## config.mk

```make
export PLATFORM = sky130hd
export DESIGN_NAME = irq_evt_reg
export DESIGN_NICKNAME = d
export VERILOG_FILES = /design/src/rtl/irq_evt_pkg.sv /design/src/rtl/irq_sticky_bank.sv /design/src/rtl/irq_iso_summary.sv /design/src/rtl/irq_evt_reg.sv
export SDC_FILE = /design/constraint.sdc
export NUM_CORES = 1
export LEC_CHECK = 0
export ABC_AREA = 1
export BUFFER_PORTS_ARGS = -buffer_cell sky130_fd_sc_hd__clkbuf_2
export CAP_MARGIN = 20
export CORE_ASPECT_RATIO = 0.9
export CORE_MARGIN = 1.5
export CORE_UTILIZATION = 30
export CTS_CLUSTER_DIAMETER = 150
export CTS_CLUSTER_SIZE = 25
export DETAILED_ROUTE_END_ITERATION = 10
export GPL_TIMING_DRIVEN = 0
export PLACE_DENSITY = 0.68
export SLEW_MARGIN = 15
export SYNTH_ARGS = -nofsm -noshare
export SYNTH_HDL_FRONTEND = slang
export SYNTH_SLANG_ARGS = --single-unit
```

## constraint.sdc

```tcl
create_clock -name clk -period 1.46 [get_ports clk]
set_input_delay 0.292 -clock clk [delete_from_list [all_inputs] [get_ports clk]]
set_output_delay 0.292 -clock clk [all_outputs]
set_load 0.005 [all_outputs]
```

## src/rtl/irq_evt_pkg.sv

```systemverilog
package irq_evt_pkg;

    localparam int REG_W = 32;

    localparam int BIT_MASTER    = 31;
    localparam int BIT_BUS_RESET = 17;
    localparam int BIT_SID_DONE  = 16;
    localparam int BIT_SID_DONE2 = 15;
    localparam int BIT_ISO_RX    = 7;
    localparam int BIT_ISO_TX    = 6;

    // latched event bits: 22..15, 9, 8, 5..0
    localparam logic [REG_W-1:0] STICKY_BITS = 32'h007F_833F;
    // live summary bits: 7, 6
    localparam logic [REG_W-1:0] LIVE_BITS   = 32'h0000_00C0;
    localparam logic [REG_W-1:0] MASK_BITS   = STICKY_BITS | LIVE_BITS | (32'h1 << BIT_MASTER);

    typedef enum logic [1:0] {
        WA_EV_SET = 2'd0,
        WA_EV_CLR = 2'd1,
        WA_MK_SET = 2'd2,
        WA_MK_CLR = 2'd3
    } wr_addr_e;

    typedef enum logic [1:0] {
        RA_EVENT  = 2'd0,
        RA_MASKED = 2'd1,
        RA_MASK   = 2'd2,
        RA_ZERO   = 2'd3
    } rd_addr_e;

endpackage

```

## src/rtl/irq_sticky_bank.sv

```systemverilog
module irq_sticky_bank #(
    parameter int             W    = 32,
    parameter logic [W-1:0]   IMPL = '1
) (
    input  logic         clk,
    input  logic         rst_n,
    input  logic [W-1:0] set_v,
    input  logic [W-1:0] clr_v,
    output logic [W-1:0] q
);

    logic unused_inputs;
    assign unused_inputs = ^((set_v | clr_v) & ~IMPL);

    for (genvar i = 0; i < W; i++) begin : g_bit
        if (IMPL[i]) begin : g_ff
            logic bit_q;
            always_ff @(posedge clk or negedge rst_n) begin
                if (!rst_n)        bit_q <= 1'b0;
                else if (set_v[i]) bit_q <= 1'b1;
                else if (clr_v[i]) bit_q <= 1'b0;
            end
            assign q[i] = bit_q;
        end else begin : g_tie
            assign q[i] = 1'b0;
        end
    end

    // set beats clear on the same edge
    assert_set_wins_R5: assert property (@(posedge clk) disable iff (!rst_n)
        (|(set_v & IMPL)) |=> ((q & $past(set_v & IMPL)) == $past(set_v & IMPL)));

    assert_clear_R4: assert property (@(posedge clk) disable iff (!rst_n)
        (|(clr_v & ~set_v & IMPL)) |=> ((q & $past(clr_v & ~set_v & IMPL)) == '0));

    assert_hold_R2: assert property (@(posedge clk) disable iff (!rst_n)
        (((set_v | clr_v) & IMPL) == '0) |=> $stable(q));

endmodule

```

## src/rtl/irq_iso_summary.sv

```systemverilog
module irq_iso_summary #(
    parameter int N = 8
) (
    input  logic [N-1:0] rx_evt,
    input  logic [N-1:0] rx_msk,
    input  logic [N-1:0] tx_evt,
    input  logic [N-1:0] tx_msk,
    output logic         rx_any,
    output logic         tx_any
);

    logic [N:0] rx_chain;
    logic [N:0] tx_chain;

    assign rx_chain[0] = 1'b0;
    assign tx_chain[0] = 1'b0;

    for (genvar i = 0; i < N; i++) begin : g_ctx
        assign rx_chain[i+1] = rx_chain[i] | (rx_evt[i] & rx_msk[i]);
        assign tx_chain[i+1] = tx_chain[i] | (tx_evt[i] & tx_msk[i]);
    end

    assign rx_any = rx_chain[N];
    assign tx_any = tx_chain[N];

endmodule

```

## src/rtl/irq_evt_reg.sv

```systemverilog
module irq_evt_reg
    import irq_evt_pkg::*;
#(
    parameter int ISO_CTX = 8
) (
    input  logic               clk,
    input  logic               rst_n,
    input  logic [REG_W-1:0]   hw_evt,
    input  logic               wr_en,
    input  logic [1:0]         wr_addr,
    input  logic [REG_W-1:0]   wr_data,
    input  logic [1:0]         rd_addr,
    output logic [REG_W-1:0]   rd_data,
    input  logic [ISO_CTX-1:0] iso_rx_evt,
    input  logic [ISO_CTX-1:0] iso_rx_msk,
    input  logic [ISO_CTX-1:0] iso_tx_evt,
    input  logic [ISO_CTX-1:0] iso_tx_msk,
    output logic               irq_o
);

    logic [REG_W-1:0] sw_ev_set, sw_ev_clr, sw_mk_set, sw_mk_clr;
    logic [REG_W-1:0] ev_src, ev_set, ev_clr;
    logic [REG_W-1:0] ev_q, mk_q, ev_view, masked;
    logic             bus_rst_hit;
    logic             rx_any, tx_any;

    // write decode
    always_comb begin
        sw_ev_set = '0;
        sw_ev_clr = '0;
        sw_mk_set = '0;
        sw_mk_clr = '0;
        if (wr_en) begin
            unique case (wr_addr_e'(wr_addr))
                WA_EV_SET: sw_ev_set = wr_data;
                WA_EV_CLR: sw_ev_clr = wr_data;
                WA_MK_SET: sw_mk_set = wr_data;
                WA_MK_CLR: sw_mk_clr = wr_data;
            endcase
        end
    end

    // cross-bit rules for bus reset and self-ID completion
    always_comb begin
        ev_src      = (hw_evt | sw_ev_set) & STICKY_BITS;
        bus_rst_hit = ev_src[BIT_BUS_RESET];
        ev_set      = ev_src;
        ev_set[BIT_SID_DONE]  = ev_src[BIT_SID_DONE] & ~bus_rst_hit;
        ev_set[BIT_SID_DONE2] = ev_src[BIT_SID_DONE2] | ev_set[BIT_SID_DONE];
        ev_clr      = sw_ev_clr & STICKY_BITS;
        ev_clr[BIT_SID_DONE]  = ev_clr[BIT_SID_DONE] | bus_rst_hit;
    end

    irq_sticky_bank #(.W(REG_W), .IMPL(STICKY_BITS)) u_event (
        .clk   (clk),
        .rst_n (rst_n),
        .set_v (ev_set),
        .clr_v (ev_clr),
        .q     (ev_q)
    );

    irq_sticky_bank #(.W(REG_W), .IMPL(MASK_BITS)) u_mask (
        .clk   (clk),
        .rst_n (rst_n),
        .set_v (sw_mk_set),
        .clr_v (sw_mk_clr),
        .q     (mk_q)
    );

    irq_iso_summary #(.N(ISO_CTX)) u_iso (
        .rx_evt (iso_rx_evt),
        .rx_msk (iso_rx_msk),
        .tx_evt (iso_tx_evt),
        .tx_msk (iso_tx_msk),
        .rx_any (rx_any),
        .tx_any (tx_any)
    );

    always_comb begin
        ev_view             = ev_q;
        ev_view[BIT_ISO_RX] = rx_any;
        ev_view[BIT_ISO_TX] = tx_any;
        masked              = ev_view & mk_q;
        masked[BIT_MASTER]  = 1'b0;
    end

    assign irq_o = mk_q[BIT_MASTER] & (|masked);

    always_comb begin
        unique case (rd_addr_e'(rd_addr))
            RA_EVENT:  rd_data = ev_view;
            RA_MASKED: rd_data = masked;
            RA_MASK:   rd_data = mk_q;
            RA_ZERO:   rd_data = '0;
        endcase
    end

    assert_bus_reset_R7: assert property (@(posedge clk) disable iff (!rst_n)
        bus_rst_hit |=> !ev_q[BIT_SID_DONE]);

    assert_sid_follow_R8: assert property (@(posedge clk) disable iff (!rst_n)
        $rose(ev_q[BIT_SID_DONE]) |-> ev_q[BIT_SID_DONE2]);

    assert_sid2_keep_R8: assert property (@(posedge clk) disable iff (!rst_n)
        (ev_q[BIT_SID_DONE2] && !ev_clr[BIT_SID_DONE2]) |=> ev_q[BIT_SID_DONE2]);

    assert_master_gate_R11: assert property (@(posedge clk) disable iff (!rst_n)
        !mk_q[BIT_MASTER] |-> !irq_o);

endmodule

```

==> results summary, run 1 <==
For this block, the via count after detailed routing is 2,536. The region available for standard cell placement spans 7150 um2. The share of the clock period used by the worst path is 1.18.

The total of flip-flops plus latches after synthesis came out at 35. The number of hold-slack violations in the final timing report is 0. The initial antenna violation count came out at 0. The proportion of netlist area held by the largest area contributor is 0.390. The worst setup skew after layout is 0 ps. The transition at the pin with the smallest max-transition slack came out at between 900 and 1000 ps. The floorplan die height came out at 85.1 um. In the final layout, the share of cells above drive strength 1 is 0.338. Sorting the synthesized cells by area gives the leading types as sky130_fd_sc_hd__dfrtp_1 (39%), sky130_fd_sc_hd__nand2_1 (19%), sky130_fd_sc_hd__o21ai_0 (8.9%). The number of nets in the finished design came out at 547. The largest fanout on the critical path came out at 3. The initial core utilization is 0.314. The wire length of the first global-routing pass came out at 11.5 mm. The minimum setup slack among reg-to-reg paths is 600 ps.

The tree is rooted in a sky130_fd_sc_hd__clkbuf_8. The number of buffers added to fix hold violations after cts came out at 0. The maximum buffer depth of the clock tree came out at 2. The post-place setup slack came out at -169 ps. The number of distinct library cell variants in the gate-level netlist after synthesis came out at 21. The flow ran to the end, but the final reports show violations. The critical path is of the reg2out type. The via count of the first global-routing pass is 2,447. The top cell types in the final layout, fill and taps aside, are sky130_fd_sc_hd__nand2_1 (111), sky130_fd_sc_hd__clkbuf_2 (89), sky130_fd_sc_hd__o21ai_0 (38).

The power consumption is 0.00265 W. The cell area that synthesis handed to floorplanning was 2250 um2. The library cell used most frequently in the layout, excluding fill and tap cells, is sky130_fd_sc_hd__nand2_1. The number of cells on the worst reg-to-reg path is 4. Summed over all layers, the global routing overflow is 0.

In this run, CTS created clock tree buffers numbering 5. The reported leakage power came out at 1.71 nW. The largest vdd supply drop is ~400 uV. The critical path required time is roughly 1200 ps. The overall track demand over capacity in global routing is 0.186. The half-perimeter wire length of the detailed placement result is roughly 5.2 mm. Setup violations remaining at the end of the flow were counted as 1. The final-layout fill cell count is 750. The wire length reported by the detailed router is 7.28 mm. The max-slew violation total from the final report is 0. The post-detailed-route count of antenna-violating nets came out at 0.

The number of cells produced by synthesis came out at 322. Relative to the synthesized area, the layout overhead comes to 38.9%. The clock period minus final worst setup slack came out at 1720 ps. The share of synthesized area occupied by flip-flops and latches came out at 0.390. Setup slack on the critical path of the routed design comes to -260 ps.

For this design the top-level I/O count stands at between 100 and 150. The die extent in x is ~94 um. The arrival time of data at the critical path endpoint is 1430 ps.

The final estimated routing congestion in global placement came out at 0.786. The depth of the CTS H-tree is 2. In this run the worst setup path terminates at irq_o. The worst setup path is captured at an output pin. The tool flagged a number of max-cap violations equal to 0. The final cell area excluding filler cells came out at 3120 um2. The highest clock rate came out at 581 MHz. In this run the critical register-to-register path is captured at u_event.g_bit[20].g_ff.bit_q$_DFFE_PN0P_.

The largest net degree at the start of global routing came out at 36. The worst slew margin relative to its limit came out at 0.370. The number of core rows came out at 29.

The total clock sinks is 35. The launch point of the worst reg-to-reg path is u_event.g_bit[20].g_ff.bit_q$_DFFE_PN0P_. Clock-pin slew was measured on the worst setup and hold paths at 70 ps. The violation count after the first detailed-routing iteration came out at 207.

The quantity of I/O buffers inserted on ports is just over 90. TritonCTS built the clock tree. The number of warnings reported in the yosys synthesis log came out at 0. The critical path starts at u_event.g_bit[18].g_ff.bit_q$_DFFE_PN0P_.

Setup total negative slack on the finished layout was measured at -260 ps. The DRC violation count after routing came out at 0. The cell area power density came out at 850 nW/um2. The core occupancy in the finished layout is 0.437. Before antenna repair, the detailed router went through 5 iterations. The full die area is 8020 um2. Setup repair after global routing could not meet its margin everywhere. Of all cell types, the one taking the most synthesized area is sky130_fd_sc_hd__dfrtp_1. In the final routed layout, each cell accounts on average for 13.5 um. The final reports fail on setup timing.

The count of antenna diodes in the layout is 0. The worst hold path class is in2async. For the worst-skew pair, the clock arrives at the later sink with an insertion delay of 290 ps.

The total placed instance area came out at 2860 um2. In this run the mean area of a mapped cell was 6.97 um2. The per-cell via count in the routed design came out at 4.72.

The worst setup path is launched from a flip-flop.
## flip-flops by register name, indices dropped and copies added (netlist names)
name,count
u_event.g_bit.g_ff.bit_q,16
u_mask.g_bit.g_ff.bit_q,19
## cell usage after synthesis
master and instances:
sky130_fd_sc_hd__a21oi_1 7, sky130_fd_sc_hd__a31oi_1 14, sky130_fd_sc_hd__a31oi_2 1, sky130_fd_sc_hd__buf_2 8
sky130_fd_sc_hd__buf_4 14, sky130_fd_sc_hd__buf_6 4, sky130_fd_sc_hd__clkbuf_1 1, sky130_fd_sc_hd__conb_1 1
sky130_fd_sc_hd__dfrtp_1 35, sky130_fd_sc_hd__inv_1 25, sky130_fd_sc_hd__inv_2 2, sky130_fd_sc_hd__inv_4 1
sky130_fd_sc_hd__nand2_1 115, sky130_fd_sc_hd__nand2_2 1, sky130_fd_sc_hd__nand3_1 9, sky130_fd_sc_hd__nor2_1 14
sky130_fd_sc_hd__nor2_2 1, sky130_fd_sc_hd__nor2_4 2, sky130_fd_sc_hd__o21ai_0 40, sky130_fd_sc_hd__o21ai_1 15
sky130_fd_sc_hd__o31ai_1 12
## worst max-delay path, stage by stage (launching register included)
cell                       delay, ps
sky130_fd_sc_hd__dfrtp_1         390
sky130_fd_sc_hd__nand2_1          80
sky130_fd_sc_hd__nand2_1          80
sky130_fd_sc_hd__nor2_1          110
sky130_fd_sc_hd__nand2_1          70
sky130_fd_sc_hd__nor2_2          130
sky130_fd_sc_hd__nand3_1          90
sky130_fd_sc_hd__nand2_1          60
sky130_fd_sc_hd__inv_1            30
sky130_fd_sc_hd__clkbuf_2        100
## per-layer routing
layer  up-vias  routed length (um)  part of all wire  track usage
li1       1278                   -                 -            -
met1      1129                3120              0.43        0.243
met2       120                3430              0.47        0.300
met3         9                 638             0.088       0.0430
met4         0                  89             0.012       0.0692
met5         -                   0                 0            0
## through the flow
step | hold WS (ps) | std cells
floorplan | -3.59 | 334
global placement | 466 | 518
detailed placement | 468 | 518
CTS | 156 | 531
global route | 178 | 537
finish | 133 | 537
## cell type report
cell class	instances	area (um2)	share of cell area
Multi-Input combinational cell	244	1130	0.364
Clock buffer	6	82.6	0.0265
Clock inverter	1	5.00	0.00160
Sequential cell	35	876	0.281
Inverter	28	115	0.0369
Timing Repair Buffer	103	581	0.186
Tap cell	93	116	0.0373
Buffer	27	210	0.0674
## timing repair
item | in CTS | in global routing
setup endpoints to repair | 14 | 13
resized for setup | 6 | 21
gates cloned | 0 | 1
setup buffers | 6 | 6
endpoints found under the hold margin | 0 | 0
pin swaps | 0 | 8
## worst min path at each step
stage | depth (start not counted) | startpoint | slack [ps] | to
final | 1 | rst_n | 130 | u_event.g_bit[2].g_ff.bit_q$_DFFE_PN0P_
after detailed placement | 1 | rst_n | 470 | u_event.g_bit[2].g_ff.bit_q$_DFFE_PN0P_
after CTS | 1 | rst_n | 160 | u_mask.g_bit[15].g_ff.bit_q$_DFFE_PN0P_
after floorplan | 0 | rst_n | -4 | u_event.g_bit[0].g_ff.bit_q$_DFFE_PN0P_
after global placement | 1 | rst_n | 470 | u_event.g_bit[18].g_ff.bit_q$_DFFE_PN0P_
after global routing | 1 | rst_n | 180 | u_event.g_bit[2].g_ff.bit_q$_DFFE_PN0P_
## power by group
part	internal, W	switching [W]	leakage, nW	total (W)
logic	0.000354	0.000424	1.29	0.000778
clock network	0.000371	0.000362	0.0470	0.000733
registers	0.00107	0.0000717	0.380	0.00114
## cell families (layout without fill, tap and decap cells)
family,count (synthesis),after routing,synth area share
buffers and inverters,55,165,0.134
flip-flops,35,35,0.390
other,1,13,0.00167
AND/OR/NAND/NOR,142,142,0.251
AO/OA/AOI/OAI,89,89,0.223
Note: power is estimated with default switching activity, not from simulation.
==> inputs of run 2 (changes only) <==
Settings changed: CORE_MARGIN 1.5 to not set, CORE_UTILIZATION 30 to 44, PLACE_DENSITY 0.68 to 0.9.
==> results summary, run 2 (synthesized netlist as in run 1, its figures left out) <==
At the pin with the least slew margin, the transition time is 885 ps. The synthesis-to-finish area growth is 39.3%. For this design the static power due to leakage is 1.74 nW. In the layout the commonest cells are sky130_fd_sc_hd__nand2_1 (111), sky130_fd_sc_hd__clkbuf_2 (89), sky130_fd_sc_hd__o21ai_0 (35), sky130_fd_sc_hd__dfrtp_1 (35). The number of max-capacitance violations reported came out at 0. The initial core utilization is 0.462.

Dividing total power by cell area gives a power density of approximately 870 nW/um2. The capture point of the worst reg-to-reg path is u_mask.g_bit[21].g_ff.bit_q$_DFFE_PN0P_. The HPWL after detailed placement is around 5.0 mm.

The path class of the tightest hold or removal check is in2async. The remaining global-route overflow came out at 0. The minimum setup slack among reg-to-reg paths is about 560 ps. For this run, the share of the core covered by cells in the final layout is 0.643. The ratio of cells with drive above 1 in the final layout came out at 0.345.

In the routed design, unresolved DRC markers number 0. Across every metal layer, demand over resource in global routing totals 0.273. For the final database, setup skew stands at 0 ps. The final-layout fill cell count is 432.

The number of core rows is 24. The depth of the CTS H-tree came out at 2. For this design the top-level I/O count stands at 136.

The total clock sinks came out at 35. The initial antenna violation count is 0. The worst setup path is launched from a flip-flop. At the placement stage, the worst setup path has a slack of -207 ps. The floorplan die height is 69.8 um. The number of hold-slack violations in the final timing report came to 0.

The critical setup path kind is reg2out. The kind of end point of the critical path is an output pin. The routed wirelength normalized by instance count came out at around 14 um. The quantity of I/O buffers inserted on ports came out at 91. The final layout contains 551 nets. The via total after detailed routing came out at 2,699. The worst pin sits at a relative slew slack of 0.410. Static timing analysis puts the maximum clock frequency at between 500 and 600 MHz. The largest net degree at the start of global routing is 36.

The logic depth of the worst register-to-register path came out at 3. In this run the horizontal extent of the chip is a little under 80 um. The most flop-heavy register is u_mask.g_bit.g_ff.bit_q. The max-slew violation total from the final report was 0. The share of the clock period used by the worst path is 1.24. The worst register-to-register path begins at u_mask.g_bit[21].g_ff.bit_q$_DFFE_PN0P_. The flow ran to the end, but the final reports show violations. The wire length reported by the detailed router is approximately 7.3 mm. The count of antenna diodes in the layout came out at 0.

Summing all non-filler instances in the final layout gives an area of between 3000 and 4000 um2. The final reports fail on setup timing. In this run the worst path has a maximum fanout of 2. The via count of the first global-routing pass came out at roughly 2,400. The arrival time of data at the critical path endpoint is ~1500 ps. The per-cell via count in the routed design came out at 5.25. The critical path required time came out at roughly 1200 ps. The clock transition at the registers of the reported paths came out at 70 ps.

The post-detailed-route count of antenna-violating nets came out at 0. The clock period minus final worst setup slack is 1810 ps. The violation count after the first detailed-routing iteration is between 200 and 250.

The largest vdd supply drop is 498 uV. In this run the cell area measured after placement is 2830 um2. The wire length of the first global-routing pass is 11.4 mm. The count of endpoints failing setup in the final report is 1. The TritonCTS buffer count is 5. The core region is 4860 um2. In the final layout, the registers with the most flip-flops are u_mask.g_bit.g_ff.bit_q x19, u_event.g_bit.g_ff.bit_q x16. The clock network latency to the later pin of the worst-skew pair came out at around 290 ps. The maximum buffer depth of the clock tree is 2. The first TritonRoute pass finished after 5 iterations. The cell at the root of the clock tree is sky130_fd_sc_hd__clkbuf_8.

The full die area is 5390 um2. The setup slack of the critical path after layout is -350 ps. The library cell used most frequently in the layout, excluding fill and tap cells, is sky130_fd_sc_hd__nand2_1. Setup repair after global routing could not meet its margin everywhere. After routing, the total negative slack on setup checks comes to -350 ps. The number of flip-flops in the largest register came out at 19. TritonCTS built the clock tree. The final estimated routing congestion in global placement came out at 0.846.
[run 2: cell count changes in the layout (fill, tap and decap cells not counted), sizes merged]
cell,before,now
buf,38,43
clkbuf,98,99
clkinv,2,1
[run 2: worst max path at each step]
| stage | from | to | slack [ps] | depth (start not counted) |
|---|---|---|---|---|
| 2_1_floorplan | rd_addr[1] | rd_data[15] | 320 | 7 |
| 3_3_place_gp | rd_addr[0] | rd_data[8] | -150 | 6 |
| 3_5_place_dp | rd_addr[0] | rd_data[8] | -210 | 6 |
| 4_1_cts | u_event.g_bit[17].g_ff.bit_q$_DFFE_PN0P_ | irq_o | -220 | 9 |
| 5_1_grt | u_event.g_bit[17].g_ff.bit_q$_DFFE_PN0P_ | irq_o | -390 | 9 |
| 6_report | u_event.g_bit[17].g_ff.bit_q$_DFFE_PN0P_ | irq_o | -350 | 9 |
[run 2: critical path: stages (launching register included)]
cell and delay [ps]:
sky130_fd_sc_hd__dfrtp_1 400, sky130_fd_sc_hd__nand2_1 120, sky130_fd_sc_hd__nand2_2 80, sky130_fd_sc_hd__nor2_1 90, sky130_fd_sc_hd__nand2_1 80, sky130_fd_sc_hd__nor2_2 160, sky130_fd_sc_hd__nand3_1 100, sky130_fd_sc_hd__nand2_1 70
sky130_fd_sc_hd__inv_1 30, sky130_fd_sc_hd__clkbuf_2 100
[run 2: where the power goes]
group / internal [W] / switching (W) / total (W)
Combinational: 0.000363 / 0.000443 / 0.000806
Clock: 0.000431 / 0.000353 / 0.000784
Sequential: 0.00107 / 0.0000709 / 0.00114
Total: 0.00186 / 0.000867 / 0.00273
[run 2: layout make-up]
| cell class | instances | area (um2) | area share |
|---|---|---|---|
| Clock buffer | 8 | 100 | 0.0320 |
| Multi-Input combinational cell | 244 | 1140 | 0.364 |
| Inverter | 28 | 115 | 0.0368 |
| Timing Repair Buffer | 107 | 614 | 0.196 |
| Sequential cell | 35 | 876 | 0.280 |
| Buffer | 27 | 204 | 0.0652 |
| Tap cell | 65 | 81.3 | 0.0260 |
[run 2: timing repair]
item | CTS | global route
resized for setup | 6 | 21
hold buffers | 0 | 0
pin swaps | 2 | 2
gates cloned | 0 | 1
endpoints found under the setup margin | 14 | 14
buffers inserted | 13 | 3
[run 2: per-layer routing]
layer  part of all wire  GRT usage  wire length, um  vias up
met4              0.026     0.0713              189        0
met3               0.10     0.0684              743       23
li1                   -          -                -     1285
met1               0.39      0.347             2880     1215
met2               0.48      0.461             3500      176
met5                  0          0                0        -
[run 2: metrics by stage]
stage / hold WS [ps] / cells / power, W
floorplan: -3.59 / 334 / 0.00155
global placement: 441 / 490 / 0.00182
detailed placement: 443 / 490 / 0.00185
CTS: 138 / 511 / 0.00266
global route: 184 / 514 / 0.00286
finish: 108 / 514 / 0.00273
